`src/rtl/qspi_pkg.sv`:
```
// Package: shared encodings for the queued SPI master.
// Assumes: host address area codes and register offsets are fixed by the brief.
package qspi_pkg;

    // Host address area, taken from the two top address bits
    typedef enum logic [1:0] {
        AREA_RX  = 2'd0,
        AREA_TX  = 2'd1,
        AREA_CMD = 2'd2,
        AREA_REG = 2'd3
    } area_e;

    // Register offsets inside the register area
    typedef enum logic [2:0] {
        REG_CTRL  = 3'd0,
        REG_START = 3'd1,
        REG_END   = 3'd2,
        REG_STAT  = 3'd3,
        REG_PTR   = 3'd4,
        REG_DIV   = 3'd5
    } reg_e;

    // Queue sequencer states
    typedef enum logic [1:0] {
        SQ_IDLE,
        SQ_LOAD,
        SQ_SHIFT,
        SQ_GAP
    } sq_state_e;

endpackage

```
`src/rtl/qspi_queue_mem.sv`:
```
// Module: queue storage holding the receive, transmit and command areas.
// The host port and the engine port are not arbitrated. If both write the same
// receive entry in one clock, the engine's write wins. Reads are combinational.
// Assumes: DEPTH is a power of two.
module qspi_queue_mem
    import qspi_pkg::*;
#(
    parameter int unsigned DEPTH  = 32,
    parameter int unsigned WORD_W = 16,
    parameter int unsigned CMD_W  = 5,
    localparam int unsigned IDX_W = $clog2(DEPTH)
) (
    input  logic              clk,
    input  logic              h_wr,
    input  area_e             h_area,
    input  logic [IDX_W-1:0]  h_idx,
    input  logic [WORD_W-1:0] h_wdata,
    output logic [WORD_W-1:0] h_rx,
    output logic [WORD_W-1:0] h_tx,
    output logic [CMD_W-1:0]  h_cmd,
    input  logic [IDX_W-1:0]  e_idx,
    output logic [WORD_W-1:0] e_tx,
    output logic [CMD_W-1:0]  e_cmd,
    input  logic              e_rx_we,
    input  logic [IDX_W-1:0]  e_rx_idx,
    input  logic [WORD_W-1:0] e_rx_data
);

    logic [WORD_W-1:0] rx_mem  [DEPTH];
    logic [WORD_W-1:0] tx_mem  [DEPTH];
    logic [CMD_W-1:0]  cmd_mem [DEPTH];

    // Transmit and command areas: host writes only
    always_ff @(posedge clk) begin
        if (h_wr && h_area == AREA_TX)  tx_mem[h_idx]  <= h_wdata;
        if (h_wr && h_area == AREA_CMD) cmd_mem[h_idx] <= h_wdata[CMD_W-1:0];
    end

    // Receive area: host write first, engine write last so the engine wins
    always_ff @(posedge clk) begin
        if (h_wr && h_area == AREA_RX) rx_mem[h_idx] <= h_wdata;
        if (e_rx_we)                   rx_mem[e_rx_idx] <= e_rx_data;
    end

    assign h_rx  = rx_mem[h_idx];
    assign h_tx  = tx_mem[h_idx];
    assign h_cmd = cmd_mem[h_idx];
    assign e_tx  = tx_mem[e_idx];
    assign e_cmd = cmd_mem[e_idx];

endmodule

```
`src/rtl/qspi_bit_engine.sv`:
```
// Module: serial shifter for one entry. SCK idles low. MOSI changes on falling
// edges and MISO is sampled on rising edges, MSB first.
// On load it takes a word and makes WORD_W clock pulses of half-period `half`.
// It pulses word_done for one clock, one clock after the last falling edge.
// Assumes: half >= 1 and stays constant during a word.
module qspi_bit_engine #(
    parameter int unsigned WORD_W = 16,
    parameter int unsigned HW     = 7,
    localparam int unsigned BC_W  = $clog2(WORD_W)
) (
    input  logic              clk,
    input  logic              rst_n,
    input  logic              load,
    input  logic [WORD_W-1:0] tx_word,
    input  logic [HW-1:0]     half,
    input  logic              miso,
    output logic              sck,
    output logic              mosi,
    output logic              word_done,
    output logic [WORD_W-1:0] rx_word
);

    logic [WORD_W-1:0] sh_tx;
    logic [HW-1:0]     hcnt;
    logic [BC_W-1:0]   bcnt;
    logic              active;
    logic              edge_now;
    logic              last_fall;

    assign edge_now  = active && (hcnt == half - HW'(1));
    assign last_fall = edge_now && sck && (bcnt == BC_W'(WORD_W - 1));

    // SCK generation, bit shifting and receive sampling
    always_ff @(posedge clk) begin
        if (!rst_n) begin
            sh_tx   <= '0;
            rx_word <= '0;
            hcnt    <= '0;
            bcnt    <= '0;
            active  <= 1'b0;
            sck     <= 1'b0;
        end else if (load) begin
            sh_tx  <= tx_word;
            hcnt   <= '0;
            bcnt   <= '0;
            active <= 1'b1;
            sck    <= 1'b0;
        end else if (active) begin
            if (edge_now) begin
                hcnt <= '0;
                sck  <= ~sck;
                if (!sck) begin
                    rx_word <= {rx_word[WORD_W-2:0], miso};
                end else begin
                    bcnt <= bcnt + BC_W'(1);
                    if (last_fall) active <= 1'b0;
                    else           sh_tx  <= {sh_tx[WORD_W-2:0], 1'b0};
                end
            end else begin
                hcnt <= hcnt + HW'(1);
            end
        end
    end

    // One-clock completion pulse, issued after the last falling edge
    always_ff @(posedge clk) begin
        if (!rst_n) word_done <= 1'b0;
        else        word_done <= last_fall;
    end

    assign mosi = active ? sh_tx[WORD_W-1] : 1'b0;

endmodule

```
`src/rtl/qspi_sequencer.sv`:
```
// Module: queue walker. It loads each entry, drives the selects, writes back
// the received word, picks the next pointer (advance, wrap or host override)
// and inserts the fixed gap between entries.
// Assumes: GAP_CLKS >= 3. The gap counts from the last SCK fall to the next
// entry's load edge.
module qspi_sequencer
    import qspi_pkg::*;
#(
    parameter int unsigned DEPTH    = 32,
    parameter int unsigned CS_W     = 4,
    parameter int unsigned GAP_CLKS = 17,
    parameter logic [CS_W-1:0] CS_IDLE = '1,
    localparam int unsigned IDX_W    = $clog2(DEPTH),
    localparam int unsigned GC_W     = $clog2(GAP_CLKS),
    localparam int unsigned GAP_LAST = GAP_CLKS - 3
) (
    input  logic             clk,
    input  logic             rst_n,
    input  logic             go,
    input  logic             run,
    input  logic             wrap,
    input  logic [IDX_W-1:0] start_idx,
    input  logic [IDX_W-1:0] end_idx,
    input  logic             ptr_wr,
    input  logic [IDX_W-1:0] ptr_wdata,
    input  logic [CS_W:0]    e_cmd,
    input  logic             word_done,
    output logic             busy,
    output logic [IDX_W-1:0] qptr,
    output logic [IDX_W-1:0] act_idx,
    output logic             load,
    output logic             rx_we,
    output logic [CS_W-1:0]  cs,
    output logic             done_set,
    output logic             finish
);

    sq_state_e        state;
    logic [GC_W-1:0]  gcnt;
    logic             cont_q;
    logic             redirect;
    logic             redirect_eff;
    logic             last;
    logic             entry_end;

    assign redirect_eff = redirect || ptr_wr;
    assign last         = (act_idx == end_idx);
    assign entry_end    = (state == SQ_SHIFT) && word_done;
    assign done_set     = entry_end && last && !wrap && !redirect_eff;
    assign finish       = done_set || (entry_end && !run);
    assign rx_we        = entry_end;
    assign load         = (state == SQ_LOAD);
    assign busy         = (state != SQ_IDLE);

    // State, pointer, select and gap bookkeeping
    always_ff @(posedge clk) begin
        if (!rst_n) begin
            state    <= SQ_IDLE;
            gcnt     <= '0;
            qptr     <= '0;
            act_idx  <= '0;
            cs       <= CS_IDLE;
            cont_q   <= 1'b0;
            redirect <= 1'b0;
        end else begin
            if (ptr_wr) begin
                qptr     <= ptr_wdata;
                redirect <= (state != SQ_IDLE);
            end
            case (state)
                SQ_IDLE: begin
                    if (go) begin
                        qptr     <= start_idx;
                        redirect <= 1'b0;
                        state    <= SQ_LOAD;
                    end
                end
                SQ_LOAD: begin
                    act_idx  <= qptr;
                    cs       <= e_cmd[CS_W-1:0];
                    cont_q   <= e_cmd[CS_W];
                    redirect <= ptr_wr;
                    state    <= SQ_SHIFT;
                end
                SQ_SHIFT: begin
                    if (word_done) begin
                        if (!redirect_eff) qptr <= last ? start_idx : act_idx + IDX_W'(1);
                        if (finish) begin
                            cs    <= CS_IDLE;
                            state <= SQ_IDLE;
                        end else begin
                            if (!cont_q) cs <= CS_IDLE;
                            gcnt  <= '0;
                            state <= SQ_GAP;
                        end
                    end
                end
                SQ_GAP: begin
                    if (gcnt == GC_W'(GAP_LAST)) state <= SQ_LOAD;
                    else                         gcnt  <= gcnt + GC_W'(1);
                end
                default: state <= SQ_IDLE;
            endcase
        end
    end

endmodule

```
`src/rtl/qspi_queue_master.sv`:
```
// Module: top of the queued SPI master. It holds the host-visible control
// registers and the registered read mux, and joins the queue memory,
// sequencer and bit engine together.
// Assumes: DEPTH >= 8, so that register offsets fit in the entry index bits.
module qspi_queue_master
    import qspi_pkg::*;
#(
    parameter int unsigned DEPTH     = 32,
    parameter int unsigned WORD_W    = 16,
    parameter int unsigned CS_W      = 4,
    parameter int unsigned GAP_CLKS  = 17,
    parameter int unsigned DIV_W     = 8,
    parameter int unsigned DIV_RESET = 4,
    parameter logic [CS_W-1:0] CS_IDLE = '1,
    localparam int unsigned IDX_W  = $clog2(DEPTH),
    localparam int unsigned ADDR_W = IDX_W + 2
) (
    input  logic              clk,
    input  logic              rst_n,
    input  logic [ADDR_W-1:0] host_addr,
    input  logic              host_wr,
    input  logic [WORD_W-1:0] host_wdata,
    output logic [WORD_W-1:0] host_rdata,
    output logic              spi_sck,
    output logic              spi_mosi,
    input  logic              spi_miso,
    output logic [CS_W-1:0]   spi_cs,
    output logic              q_done,
    output logic              q_busy,
    output logic [IDX_W-1:0]  q_ptr
);

    localparam int unsigned CMD_W = CS_W + 1;
    localparam int unsigned HW    = DIV_W - 1;

    area_e             h_area;
    reg_e              h_reg;
    logic [IDX_W-1:0]  h_idx;
    logic              reg_wr;
    logic              go;
    logic              ptr_wr;

    logic              run_q;
    logic              wrap_q;
    logic [IDX_W-1:0]  start_q;
    logic [IDX_W-1:0]  end_q;
    logic [DIV_W-1:0]  div_q;
    logic [HW-1:0]     half_eff;

    logic [WORD_W-1:0] m_rx;
    logic [WORD_W-1:0] m_tx;
    logic [CMD_W-1:0]  m_cmd;
    logic [WORD_W-1:0] e_tx;
    logic [CMD_W-1:0]  e_cmd;
    logic [IDX_W-1:0]  act_idx;
    logic              seq_load;
    logic              rx_we;
    logic              done_set;
    logic              finish;
    logic              word_done;
    logic [WORD_W-1:0] rx_word;

    assign h_area   = area_e'(host_addr[ADDR_W-1 -: 2]);
    assign h_reg    = reg_e'(host_addr[2:0]);
    assign h_idx    = host_addr[IDX_W-1:0];
    assign reg_wr   = host_wr && (h_area == AREA_REG);
    assign go       = reg_wr && (h_reg == REG_CTRL) && host_wdata[0] && !q_busy;
    assign ptr_wr   = reg_wr && (h_reg == REG_PTR);
    assign half_eff = (div_q[DIV_W-1:1] == '0) ? HW'(1) : div_q[DIV_W-1:1];

    // Control registers; the sequencer's finish and done events beat host writes
    always_ff @(posedge clk) begin
        if (!rst_n) begin
            run_q   <= 1'b0;
            wrap_q  <= 1'b0;
            start_q <= '0;
            end_q   <= '0;
            div_q   <= DIV_W'(DIV_RESET);
            q_done  <= 1'b0;
        end else begin
            if (reg_wr) begin
                case (h_reg)
                    REG_CTRL: begin
                        run_q  <= host_wdata[0];
                        wrap_q <= host_wdata[1];
                    end
                    REG_START: start_q <= host_wdata[IDX_W-1:0];
                    REG_END:   end_q   <= host_wdata[IDX_W-1:0];
                    REG_STAT:  if (host_wdata[0]) q_done <= 1'b0;
                    REG_DIV:   div_q   <= host_wdata[DIV_W-1:0];
                    default: ;
                endcase
            end
            if (finish)   run_q  <= 1'b0;
            if (done_set) q_done <= 1'b1;
        end
    end

    // Registered host read data
    always_ff @(posedge clk) begin
        if (!rst_n) begin
            host_rdata <= '0;
        end else begin
            case (h_area)
                AREA_RX:  host_rdata <= m_rx;
                AREA_TX:  host_rdata <= m_tx;
                AREA_CMD: host_rdata <= WORD_W'(m_cmd);
                default: begin
                    case (h_reg)
                        REG_CTRL:  host_rdata <= WORD_W'({wrap_q, run_q});
                        REG_START: host_rdata <= WORD_W'(start_q);
                        REG_END:   host_rdata <= WORD_W'(end_q);
                        REG_STAT:  host_rdata <= WORD_W'({q_busy, q_done});
                        REG_PTR:   host_rdata <= WORD_W'(q_ptr);
                        REG_DIV:   host_rdata <= WORD_W'(div_q);
                        default:   host_rdata <= '0;
                    endcase
                end
            endcase
        end
    end

    qspi_queue_mem #(
        .DEPTH (DEPTH),
        .WORD_W(WORD_W),
        .CMD_W (CMD_W)
    ) u_mem (
        .clk      (clk),
        .h_wr     (host_wr),
        .h_area   (h_area),
        .h_idx    (h_idx),
        .h_wdata  (host_wdata),
        .h_rx     (m_rx),
        .h_tx     (m_tx),
        .h_cmd    (m_cmd),
        .e_idx    (q_ptr),
        .e_tx     (e_tx),
        .e_cmd    (e_cmd),
        .e_rx_we  (rx_we),
        .e_rx_idx (act_idx),
        .e_rx_data(rx_word)
    );

    qspi_sequencer #(
        .DEPTH   (DEPTH),
        .CS_W    (CS_W),
        .GAP_CLKS(GAP_CLKS),
        .CS_IDLE (CS_IDLE)
    ) u_seq (
        .clk      (clk),
        .rst_n    (rst_n),
        .go       (go),
        .run      (run_q),
        .wrap     (wrap_q),
        .start_idx(start_q),
        .end_idx  (end_q),
        .ptr_wr   (ptr_wr),
        .ptr_wdata(host_wdata[IDX_W-1:0]),
        .e_cmd    (e_cmd),
        .word_done(word_done),
        .busy     (q_busy),
        .qptr     (q_ptr),
        .act_idx  (act_idx),
        .load     (seq_load),
        .rx_we    (rx_we),
        .cs       (spi_cs),
        .done_set (done_set),
        .finish   (finish)
    );

    qspi_bit_engine #(
        .WORD_W(WORD_W),
        .HW    (HW)
    ) u_eng (
        .clk      (clk),
        .rst_n    (rst_n),
        .load     (seq_load),
        .tx_word  (e_tx),
        .half     (half_eff),
        .miso     (spi_miso),
        .sck      (spi_sck),
        .mosi     (spi_mosi),
        .word_done(word_done),
        .rx_word  (rx_word)
    );

endmodule

```
`config.mk`:
```
export PLATFORM = sky130hd
export DESIGN_NAME = qspi_queue_master
export DESIGN_NICKNAME = d
export VERILOG_FILES = /design/src/rtl/qspi_pkg.sv /design/src/rtl/qspi_queue_mem.sv /design/src/rtl/qspi_bit_engine.sv /design/src/rtl/qspi_sequencer.sv /design/src/rtl/qspi_queue_master.sv
export SDC_FILE = /design/constraint.sdc
export NUM_CORES = 2
export LEC_CHECK = 0
export BUFFER_PORTS_ARGS = -buffer_cell sky130_fd_sc_hd__buf_4
export CAP_MARGIN = 30
export CELL_PAD_IN_SITES_DETAIL_PLACEMENT = 1
export CELL_PAD_IN_SITES_GLOBAL_PLACEMENT = 2
export CORE_MARGIN = 2
export CORE_UTILIZATION = 35
export DETAILED_ROUTE_END_ITERATION = 7
export GPL_ROUTABILITY_DRIVEN = 0
export PLACE_DENSITY = 0.67
export SLEW_MARGIN = 20
export SYNTH_ARGS = -nofsm -noshare
export SYNTH_HDL_FRONTEND = slang
export SYNTH_SLANG_ARGS = --single-unit
```
`constraint.sdc`:
```
create_clock -name clk -period 5.7 [get_ports clk]
set_clock_uncertainty 0.05 [all_clocks]
set_input_delay 0 -clock clk [delete_from_list [all_inputs] [get_ports clk]]
set_output_delay 0 -clock clk [all_outputs]
set_load 0.03 [all_outputs]
```
==> run metrics <==
Clock Path Buffers 3; predominant post-synthesis flop cell edfxtp_1; Worst-Skew Late Latency 0.79 ns; I/O pins 56; area of the mapped netlist 0.06255 mm2; Via density 6.149; worst slack, placed 1.997 ns; Lkg Pwr 21.96 nW; Internal 0.01655 W; # Max-Cap Violations 0; Worst Max-Slew Pin Slew 1.108 ns; utilization after layout 0.4007; Inserted Clock Buffers 150; post-route minimum period 3.692 ns; Setup WS post-layout 2.008 ns; pin count of the biggest net entering global routing 89; GRT Total Usage 0.2534; Crit. End Element flip-flop; first-pass GRT wire length 322.3 mm; max_slew headroom 0.2611; EDFF count, synth 1184; Cells after Synth 3782; grt ovf 0; Routed WL 233.3 mm; Final Hold Vio Count 0; fraction of registers with async set/reset 0; final setup fails 0; post_cts resized 0; Peak Freq 0.2709 GHz; commonest non-fill, non-tap cell in the layout edfxtp_1; detailed placement HPWL 148.5 mm; Die ar. 0.1821 mm2; total number of vias 38802; vias in the first global route 38954; Peak VDD IR 0.2480 mV; wire per inst 36.98 um; synthesized area per cell 16.54 um2; Sw Ratio 0.2489; Core Region 0.1780 mm2; share of layout cells above drive strength 1 0.3768; Slew Limit Fails 0; WS Path Type flip-flop to flip-flop; Post-Syn Nets 3822; Post-DRT Antenna Nets 0; Comb power frac 0.093; IO Port Bufs 55; fill count 17549; DRC viols 0; #FFs+latches synth 1290; clk slew on worst S/H paths 0.06 ns; crit path DAT 4.26 ns; 1st-iter DRT viols 4614; Power Density 308.9 mW/mm2; sequential share of power 0.479; Die Wd 426.8 um; CTS tree done; Worst Setup Start Kind flip-flop; root buf cell clkbuf_16; placed cell count 5992; final non-filler cell total 6310; Initial Util 0.3514; critical path peak fanout 16; Final TNS setup 0 ns; Critical Path RT 6.27 ns; DRT Pass-1 Iters 7; switching power 0.005485 W; Synth cell types 75; CTS H-Tree Depth 4; initial antenna violation count 13; fin crit share 0.6476; clock share of power 0.428; unrepaired setup endpoints after global routing no; worst min-delay path class input port to flip-flop; Area Overhead vs Synth 14.04%; FP Rows 155; nets@finish 3877; sequential element share of the synthesized area 0.6023; Design Power 0.02204 W; die height 426.8 um; synth warn 0; Clock Sinks 1290; outcome complete, no violations; most frequent cells in the layout 1184 x edfxtp_1, 524 x mux2_2, 450 x mux4_2
==> path summary, 6_finish.rpt <==
check / from / endpoint / slack [ns] / cells past startpoint
worst max-delay path: div_q[4] / u_eng.sh_tx[9] / 2.01 / 10
worst min-delay path: host_addr[1] / host_rdata[4] / 0.05 / 5
worst max register to register: div_q[4] / u_eng.sh_tx[9] / 2.01 / 10
worst min register to register: u_eng.rx_word[13] / u_eng.rx_word[14] / 0.41 / 2
==> synth_stat cells (16+ instances only) <==
cell | number | area, um2
clkbuf_1 | 243 | 912.1
nand4_1 | 22 | 137.6
nor2_1 | 144 | 540.5
nor2b_1 | 21 | 131.4
o21ai_0 | 52 | 260.3
a221oi_1 | 27 | 236.5
dfxtp_1 | 106 | 2122
mux2_2 | 524 | 5901
a211oi_1 | 39 | 292.8
buf_2 | 76 | 380.4
a21oi_1 | 108 | 540.5
mux4_2 | 450 | 10130
buf_1 | 37 | 138.9
edfxtp_1 | 1184 | 35550
mux2i_1 | 171 | 1712
nand2b_1 | 16 | 100.1
inv_1 | 17 | 63.81
a22oi_1 | 34 | 255.2
nand2_1 | 187 | 701.9
o22ai_1 | 39 | 244.0
nand3_1 | 34 | 170.2
a22o_1 | 16 | 140.1
nor3_1 | 29 | 145.1
o31ai_1 | 19 | 142.6
==> critical path: stages (launching register included) <==
cell,delay [ns]
dfxtp_1,0.42
nor4_1,0.52
a21oi_1,0.14
ha_1,0.31
o21ba_2,0.23
a22oi_1,0.23
o211ai_1,0.19
a211oi_2,0.36
buf_4,0.34
a21o_1,0.54
a211oi_1,0.17
==> kinds of logic after synthesis <==
kind of cell | after synthesis | synth area share
DFF | 1290 | 0.6023
muxes | 1145 | 0.2837
and+or+nand+nor | 495 | 0.03574
AOI/OAI and AO/OA | 439 | 0.04818
buffers and inverters | 380 | 0.02468
xor gates and xnor gates | 20 | 0.002800
adders and majority gates | 13 | 0.002600
==> final cells by class <==
type | count | area, um2 | area share
Antenna cell | 1 | 2.502 | 0.00003508
Tap cell | 2355 | 2947 | 0.04131
Multi-Input combinational cell | 2112 | 23600 | 0.3308
Clock inverter | 78 | 649.4 | 0.009103
Clock buffer | 191 | 4024 | 0.05641
Inverter | 19 | 72.57 | 0.001017
Timing Repair Buffer | 264 | 2346 | 0.03289
Sequential cell | 1290 | 37690 | 0.5284
==> flip-flops by register name (all words and copies together), names as in the netlist, 7 cells and up <==
register and count:
u_eng.sh_tx 16, u_mem.rx_mem 512, u_eng.hcnt 7, u_mem.tx_mem 512
div_q 8, u_mem.cmd_mem 160, u_eng.rx_word 16, host_rdata 16
==> power groups by stage <==
stage | Sequential (W) | Combinational, W | Clock, W
after detailed placement | 0.0107 | 0.00200 | 0
after global routing | 0.0105 | 0.00213 | 0.00990
after floorplan | 0.0107 | 0.00115 | 0
after CTS | 0.0105 | 0.00203 | 0.00956
final | 0.0105 | 0.00205 | 0.00944
after global placement | 0.0107 | 0.00198 | 0
==> what timing repair did <==
item                      CTS  global route
hold endpoints to repair  592             0
setup buffers               0             0
hold buffers               34             0
==> stage by stage <==
stage / hold WS [ns] / cell area (um2)
floorplan: 0.04887 / 62560
global placement: 0.2828 / 65940
detailed placement: 0.2775 / 66150
CTS: 0.03629 / 71160
global route: 0.05581 / 71330
finish: 0.04563 / 71340
==> routing by layer <==
metal	global-route usage	vias to the layer above	wire length (um)
met3	0.04416	401	17630
li1	-	15561	-
met2	0.4070	1887	111000
met4	0.08967	6	8981
met5	0	-	46
met1	0.3456	20947	95690
Note: power is estimated with default switching activity, not from simulation.
